File: src/rtl/i2c10_pkg.sv
package i2c10_pkg;

  localparam int BYTE_W = 8;
  localparam int ADDR_W = 10;
  localparam int PFX_W  = 5;
  localparam logic [PFX_W-1:0] HDR_PREFIX = 5'b11110;

  typedef enum logic [1:0] {
    PH_IDLE = 2'd0,
    PH_HDR  = 2'd1,
    PH_LOW  = 2'd2,
    PH_DATA = 2'd3
  } phase_t;

  // prefix field of the first address byte
  function automatic logic hdr_prefix_ok(input logic [BYTE_W-1:0] b);
    return b[BYTE_W-1 -: PFX_W] == HDR_PREFIX;
  endfunction

  // upper address bits sit between prefix and direction bit
  function automatic logic hdr_upper_ok(input logic [BYTE_W-1:0] b,
                                        input logic [ADDR_W-BYTE_W-1:0] hi);
    return b[ADDR_W-BYTE_W:1] == hi;
  endfunction

endpackage

File: src/rtl/i2c10_hdr_decode.sv
module i2c10_hdr_decode
  import i2c10_pkg::*;
#(
  parameter int BW = BYTE_W,
  parameter int AW = ADDR_W
) (
  input  logic [BW-1:0] byte_data,
  input  logic [AW-1:0] own_addr,
  output logic          hdr_ok,
  output logic          hdr_rw,
  output logic          low_ok
);
  localparam int HI_W = AW - BW;

  logic [HI_W-1:0] own_hi;
  logic [BW-1:0]   own_lo;

  assign own_hi = own_addr[AW-1:BW];
  assign own_lo = own_addr[BW-1:0];

  always_comb begin
    hdr_ok = hdr_prefix_ok(byte_data) && hdr_upper_ok(byte_data, own_hi);
    hdr_rw = byte_data[0];
    low_ok = (byte_data == own_lo);
  end
endmodule

File: src/rtl/i2c10_addr_fsm.sv
module i2c10_addr_fsm
  import i2c10_pkg::*;
(
  input  logic clk,
  input  logic rst_n,
  input  logic byte_valid,
  input  logic start_det,
  input  logic restart_det,
  input  logic stop_det,
  input  logic hdr_ok,
  input  logic hdr_rw,
  input  logic low_ok,
  output logic ack_valid,
  output logic ack,
  output logic matched,
  output logic is_read,
  output logic prior_q,
  output logic ev_read_select,
  output logic ev_write_match,
  output logic ev_hdr_fail
);
  phase_t phase_q, phase_d;
  logic   prior_d, matched_d, read_d, ackv_d, ack_d;
  logic   strobe_any, byte_live;

  assign strobe_any = start_det | restart_det;
  assign byte_live  = byte_valid & ~stop_det & ~strobe_any;

  assign ev_read_select = byte_live && phase_q == PH_HDR && hdr_ok && hdr_rw && prior_q;
  assign ev_write_match = byte_live && phase_q == PH_LOW && low_ok;
  assign ev_hdr_fail    = byte_live && phase_q == PH_HDR && !hdr_ok;

  always_comb begin
    phase_d   = phase_q;
    prior_d   = prior_q;
    matched_d = matched;
    read_d    = is_read;
    ackv_d    = 1'b0;
    ack_d     = 1'b0;
    if (stop_det) begin
      phase_d   = PH_IDLE;
      prior_d   = 1'b0;
      matched_d = 1'b0;
      read_d    = 1'b0;
    end else if (strobe_any) begin
      phase_d   = PH_HDR;
      matched_d = 1'b0;
      read_d    = 1'b0;
    end else if (byte_valid) begin
      unique case (phase_q)
        PH_HDR: begin
          ackv_d = 1'b1;
          if (!hdr_ok) begin
            prior_d = 1'b0;
            phase_d = PH_IDLE;
          end else if (!hdr_rw) begin
            ack_d   = 1'b1;
            prior_d = 1'b0;
            phase_d = PH_LOW;
          end else if (prior_q) begin
            ack_d     = 1'b1;
            matched_d = 1'b1;
            read_d    = 1'b1;
            phase_d   = PH_DATA;
          end else begin
            phase_d = PH_IDLE;
          end
        end
        PH_LOW: begin
          ackv_d = 1'b1;
          if (low_ok) begin
            ack_d     = 1'b1;
            matched_d = 1'b1;
            read_d    = 1'b0;
            prior_d   = 1'b1;
            phase_d   = PH_DATA;
          end else begin
            phase_d = PH_IDLE;
          end
        end
        default: ;
      endcase
    end
  end

  always_ff @(posedge clk or negedge rst_n) begin
    if (!rst_n) begin
      phase_q   <= PH_IDLE;
      prior_q   <= 1'b0;
      matched   <= 1'b0;
      is_read   <= 1'b0;
      ack_valid <= 1'b0;
      ack       <= 1'b0;
    end else begin
      phase_q   <= phase_d;
      prior_q   <= prior_d;
      matched   <= matched_d;
      is_read   <= read_d;
      ack_valid <= ackv_d;
      ack       <= ack_d;
    end
  end
endmodule

File: src/rtl/i2c10_hold_ctl.sv
module i2c10_hold_ctl (
  input  logic clk,
  input  logic rst_n,
  input  logic hold_set,
  input  logic hold_clr,
  output logic clk_hold
);
  // a new read selection wins over a clear in the same cycle
  always_ff @(posedge clk or negedge rst_n) begin
    if (!rst_n)        clk_hold <= 1'b0;
    else if (hold_set) clk_hold <= 1'b1;
    else if (hold_clr) clk_hold <= 1'b0;
  end
endmodule

File: src/rtl/i2c10_addr_match.sv
module i2c10_addr_match
  import i2c10_pkg::*;
#(
  parameter int BW = BYTE_W,
  parameter int AW = ADDR_W
) (
  input  logic          clk,
  input  logic          rst_n,
  input  logic          byte_valid,
  input  logic [BW-1:0] byte_data,
  input  logic          start_det,
  input  logic          restart_det,
  input  logic          stop_det,
  input  logic [AW-1:0] own_addr,
  input  logic          hold_release,
  output logic          ack_valid,
  output logic          ack,
  output logic          matched,
  output logic          is_read,
  output logic          clk_hold
);
  logic hdr_ok, hdr_rw, low_ok;
  logic prior_q, ev_read_select, ev_write_match, ev_hdr_fail;
  logic hold_clr;

  i2c10_hdr_decode #(.BW(BW), .AW(AW)) u_dec (
    .byte_data (byte_data),
    .own_addr  (own_addr),
    .hdr_ok    (hdr_ok),
    .hdr_rw    (hdr_rw),
    .low_ok    (low_ok)
  );

  i2c10_addr_fsm u_fsm (
    .clk            (clk),
    .rst_n          (rst_n),
    .byte_valid     (byte_valid),
    .start_det      (start_det),
    .restart_det    (restart_det),
    .stop_det       (stop_det),
    .hdr_ok         (hdr_ok),
    .hdr_rw         (hdr_rw),
    .low_ok         (low_ok),
    .ack_valid      (ack_valid),
    .ack            (ack),
    .matched        (matched),
    .is_read        (is_read),
    .prior_q        (prior_q),
    .ev_read_select (ev_read_select),
    .ev_write_match (ev_write_match),
    .ev_hdr_fail    (ev_hdr_fail)
  );

  assign hold_clr = hold_release | stop_det | start_det | restart_det;

  i2c10_hold_ctl u_hold (
    .clk      (clk),
    .rst_n    (rst_n),
    .hold_set (ev_read_select),
    .hold_clr (hold_clr),
    .clk_hold (clk_hold)
  );
endmodule

File: config.mk
export PLATFORM = sky130hd
export DESIGN_NAME = i2c10_addr_match
export DESIGN_NICKNAME = d
export VERILOG_FILES = /design/src/rtl/i2c10_pkg.sv /design/src/rtl/i2c10_hdr_decode.sv /design/src/rtl/i2c10_addr_fsm.sv /design/src/rtl/i2c10_hold_ctl.sv /design/src/rtl/i2c10_addr_match.sv
export SDC_FILE = /design/constraint.sdc
export NUM_CORES = 1
export LEC_CHECK = 0
export ABC_CLOCK_PERIOD_IN_PS = 5000
export CAP_MARGIN = 25
export CORE_MARGIN = 4
export CORE_UTILIZATION = 42
export CTS_CLUSTER_DIAMETER = 60
export DETAILED_ROUTE_END_ITERATION = 6
export MAX_ROUTING_LAYER = met4
export PLACE_DENSITY = 0.86
export SLEW_MARGIN = 20
export SYNTH_ARGS = -nofsm -noshare
export SYNTH_HDL_FRONTEND = slang
export SYNTH_SLANG_ARGS = --single-unit
File: constraint.sdc
create_clock -name clk -period 5 [get_ports clk]
set_input_delay 1 -clock clk [delete_from_list [all_inputs] [get_ports clk]]
set_output_delay 1 -clock clk [all_outputs]
set_load 0.03 [all_outputs]
==> flow_metrics.env <==
export IMPL_max_slew_margin_pct=69.4
export IMPL_drive_gt1_share_pct=10.3
export IMPL_clk_latency_ps=250
export IMPL_critPathLaunchType="input port"
export IMPL_grt_met2_usage_pct=28.8
export IMPL_grt_antenna_before_repair=0
export IMPL_mostFrequentLayoutCells="clkdlybuf4s50_1 (29), xor2_1 (10), dfrtp_1 (8)"
export IMPL_syn_inst=65
export IMPL_core_area_sq_um=1350
export IMPL_dr_pass1_iters=4
export IMPL_r2r_start="u_fsm.phase_q[0]"
export IMPL_cts_tree="yes"
export IMPL_clock_sinks=8
export IMPL_place_congestion=0.864
export IMPL_crit_start="byte_data[7]"
export IMPL_grt_pass1_vias=597
export IMPL_routedWlPerCell_um=14.3
export IMPL_ys_ff_latch=8
export IMPL_critPathBufInv=1
export IMPL_p_per_area_nw_per_um2=168
export IMPL_grt_pass1_wl_um=2660
export IMPL_die_area_sq_um=2170
export IMPL_cp_required_ps=5160
export IMPL_min_delay_start="u_hold.clk_hold"
export IMPL_start_util_pct=46.4
export IMPL_ys_flop_type="dfrtp_1"
export IMPL_end_kind="flop"
export IMPL_max_stage_delay_ps=480
export IMPL_die_y_um=46.6
export IMPL_fin_skew_ps=4.78
export IMPL_critPathKind="input port to flop"
export IMPL_hold_path_class="flop to flop"
export IMPL_grt_met1_usage_pct=21.4
export IMPL_p_leak_uw=0.000378
export IMPL_final_common_cell="clkdlybuf4s50_1"
export IMPL_async_flop_share_pct=100
export IMPL_post_route_util_pct=71.0
export IMPL_syn_area_sq_um=627
export IMPL_dr_first_iter_drc_count=12
export IMPL_vias=634
export IMPL_drc_errors=0
export IMPL_grt_max_degree=9
export IMPL_worst_slack_ps=2550
export IMPL_seq_area_sq_um=200
export IMPL_fmax_ghz=0.408
export IMPL_cts_hold_buf=0
export IMPL_ant_nets=0
export IMPL_post_route_min_period_ps=2450
export IMPL_cts_resized_gates=0
export IMPL_arrival_ps=2610
export IMPL_fillers=106
export IMPL_grt_usage_pct=17.5
export IMPL_clockBufferDepth=2
export IMPL_dp_slack_ps=2260
export IMPL_drv_slew=0
export IMPL_status="complete, no violations"
export IMPL_fp_dieW_um=46.6
export IMPL_cp_max_fo=4
export IMPL_nets=126
export IMPL_postSynthAreaPerCell_sq_um=9.64
export IMPL_overflow=0
export IMPL_dpl_hpwl_um=1400
export IMPL_rows=13
export IMPL_synthToLayoutAreaGrowth_pct=52.9
export IMPL_hold_viol_final=0
export IMPL_path_delay_family="simple AND/OR/NAND/NOR gates"
export IMPL_cts_setup_buffers=0
export IMPL_max_cap_viol_count=0
export IMPL_yosys_warnings=0
export IMPL_multi_input_area_sq_um=404
export IMPL_worstMarginPinSlew_ps=455
export IMPL_fin_setup_tns_ps=0
export IMPL_ir_drop_uv=150
export IMPL_setup_viol=0
export IMPL_synth_nets=92
export IMPL_clkTransAtPathRegs_ps=50
export IMPL_ctsHtreeMaxLevel=1
export IMPL_root_buffer="clkbuf_4"
export IMPL_top_usage_layer="met2"
export IMPL_synth_edf_count=0
export IMPL_ios=30
export IMPL_io_buffers=29
export IMPL_diodes=0
export IMPL_crit_path_top_delay_cell="clkdlybuf4s50_1"
export IMPL_vias_per_cell=5.66
export IMPL_ys_seq_area_share_pct=31.9
export IMPL_rsz0062_at_grt="no"
export IMPL_period_share_pct=49.1
export IMPL_synth_cell_types=29
export IMPL_path_cells="clkdlybuf4s50_1 > xor2_1 > nor4_2 > nand3_2 > a221oi_2"
export IMPL_cts_buffers=3
export IMPL_drt_wl_total_um=1600
export IMPL_gr_usage_met3_pct=5.86
final cells by class:
type | instances | area share, %
Clock buffer | 3 | 2.35
Inverter | 6 | 2.35
Multi-Input combinational cell | 51 | 42.2
Sequential cell | 8 | 20.9
Tap cell | 15 | 1.96
Timing Repair Buffer | 29 | 30.3
layer usage:
layer  vias up  share of wire (%)  wire length (um)
met5         -                  0                 0
met4         0                  0                 0
met3         0                6.6               106
met2        19                 49               786
met1       304                 44               711
li1        311                  -                 -
cells by family after synthesis:
| logic type | synth area share [%] |
|---|---|
| simple gates | 24.8 |
| compound gates | 21.8 |
| xor+xnor | 14.0 |
| flops | 31.9 |
| buf+inv | 3.59 |
| fa+ha+maj | 3.99 |
Yosys cell counts (all sizes together), types with 2 or more instances:
| library cell | number | area, sq um |
|---|---|---|
| nor3 | 2 | 10.0 |
| nand3 | 3 | 20.0 |
| dfrtp | 8 | 200 |
| a21oi | 3 | 15.0 |
| inv | 6 | 22.5 |
| nand4 | 2 | 12.5 |
| o21ai | 3 | 15.0 |
| nand2 | 3 | 11.3 |
| ha | 2 | 25.0 |
| xor2 | 10 | 87.6 |
| nor4 | 5 | 43.8 |
| a211oi | 3 | 22.5 |
| or3 | 2 | 12.5 |
tightest hold or removal path, cell delays in order (launching register included):
cell and delay [ps]:
dfrtp_1 370, nand2b_1 80, a21oi_1 60
path summary, 6_finish.rpt:
check	endpoint	slack (ps)	cells after the start
setup reg to reg	u_fsm.prior_q	3290	6
hold / removal	u_hold.clk_hold	550	2
hold reg to reg	u_hold.clk_hold	550	2
max in group asynchronous	u_fsm.prior_q	3720	1
setup / recovery	u_fsm.phase_q[0]	2550	5
min in group asynchronous	u_hold.clk_hold	1020	1
through the flow:
step           hold slack, ps  instance area (sq um)  power, uW  std cells
6_report                  549                    958        161        112
5_1_grt                   562                    958        169        112
4_1_cts                   548                    958        163        112
3_5_place_dp              541                    936        113        109
3_3_place_gp              528                    936        112        109
2_1_floorplan             541                    627       85.0         65
sequential cells by signal, indices dropped and copies added, names as in the netlist:
register / count
u_fsm.prior_q: 1
u_fsm.is_read: 1
u_fsm.phase_q: 2
u_hold.clk_hold: 1
u_fsm.ack: 1
u_fsm.ack_valid: 1
u_fsm.matched: 1
report_power, final:
group          switching (uW)  total, uW  internal, uW
Sequential              0.785       66.6          65.9
Clock                    21.1       48.5          27.4
Combinational            20.0       45.5          25.5
Total                    41.9        161           119
Power figures use the tool's default switching activity.
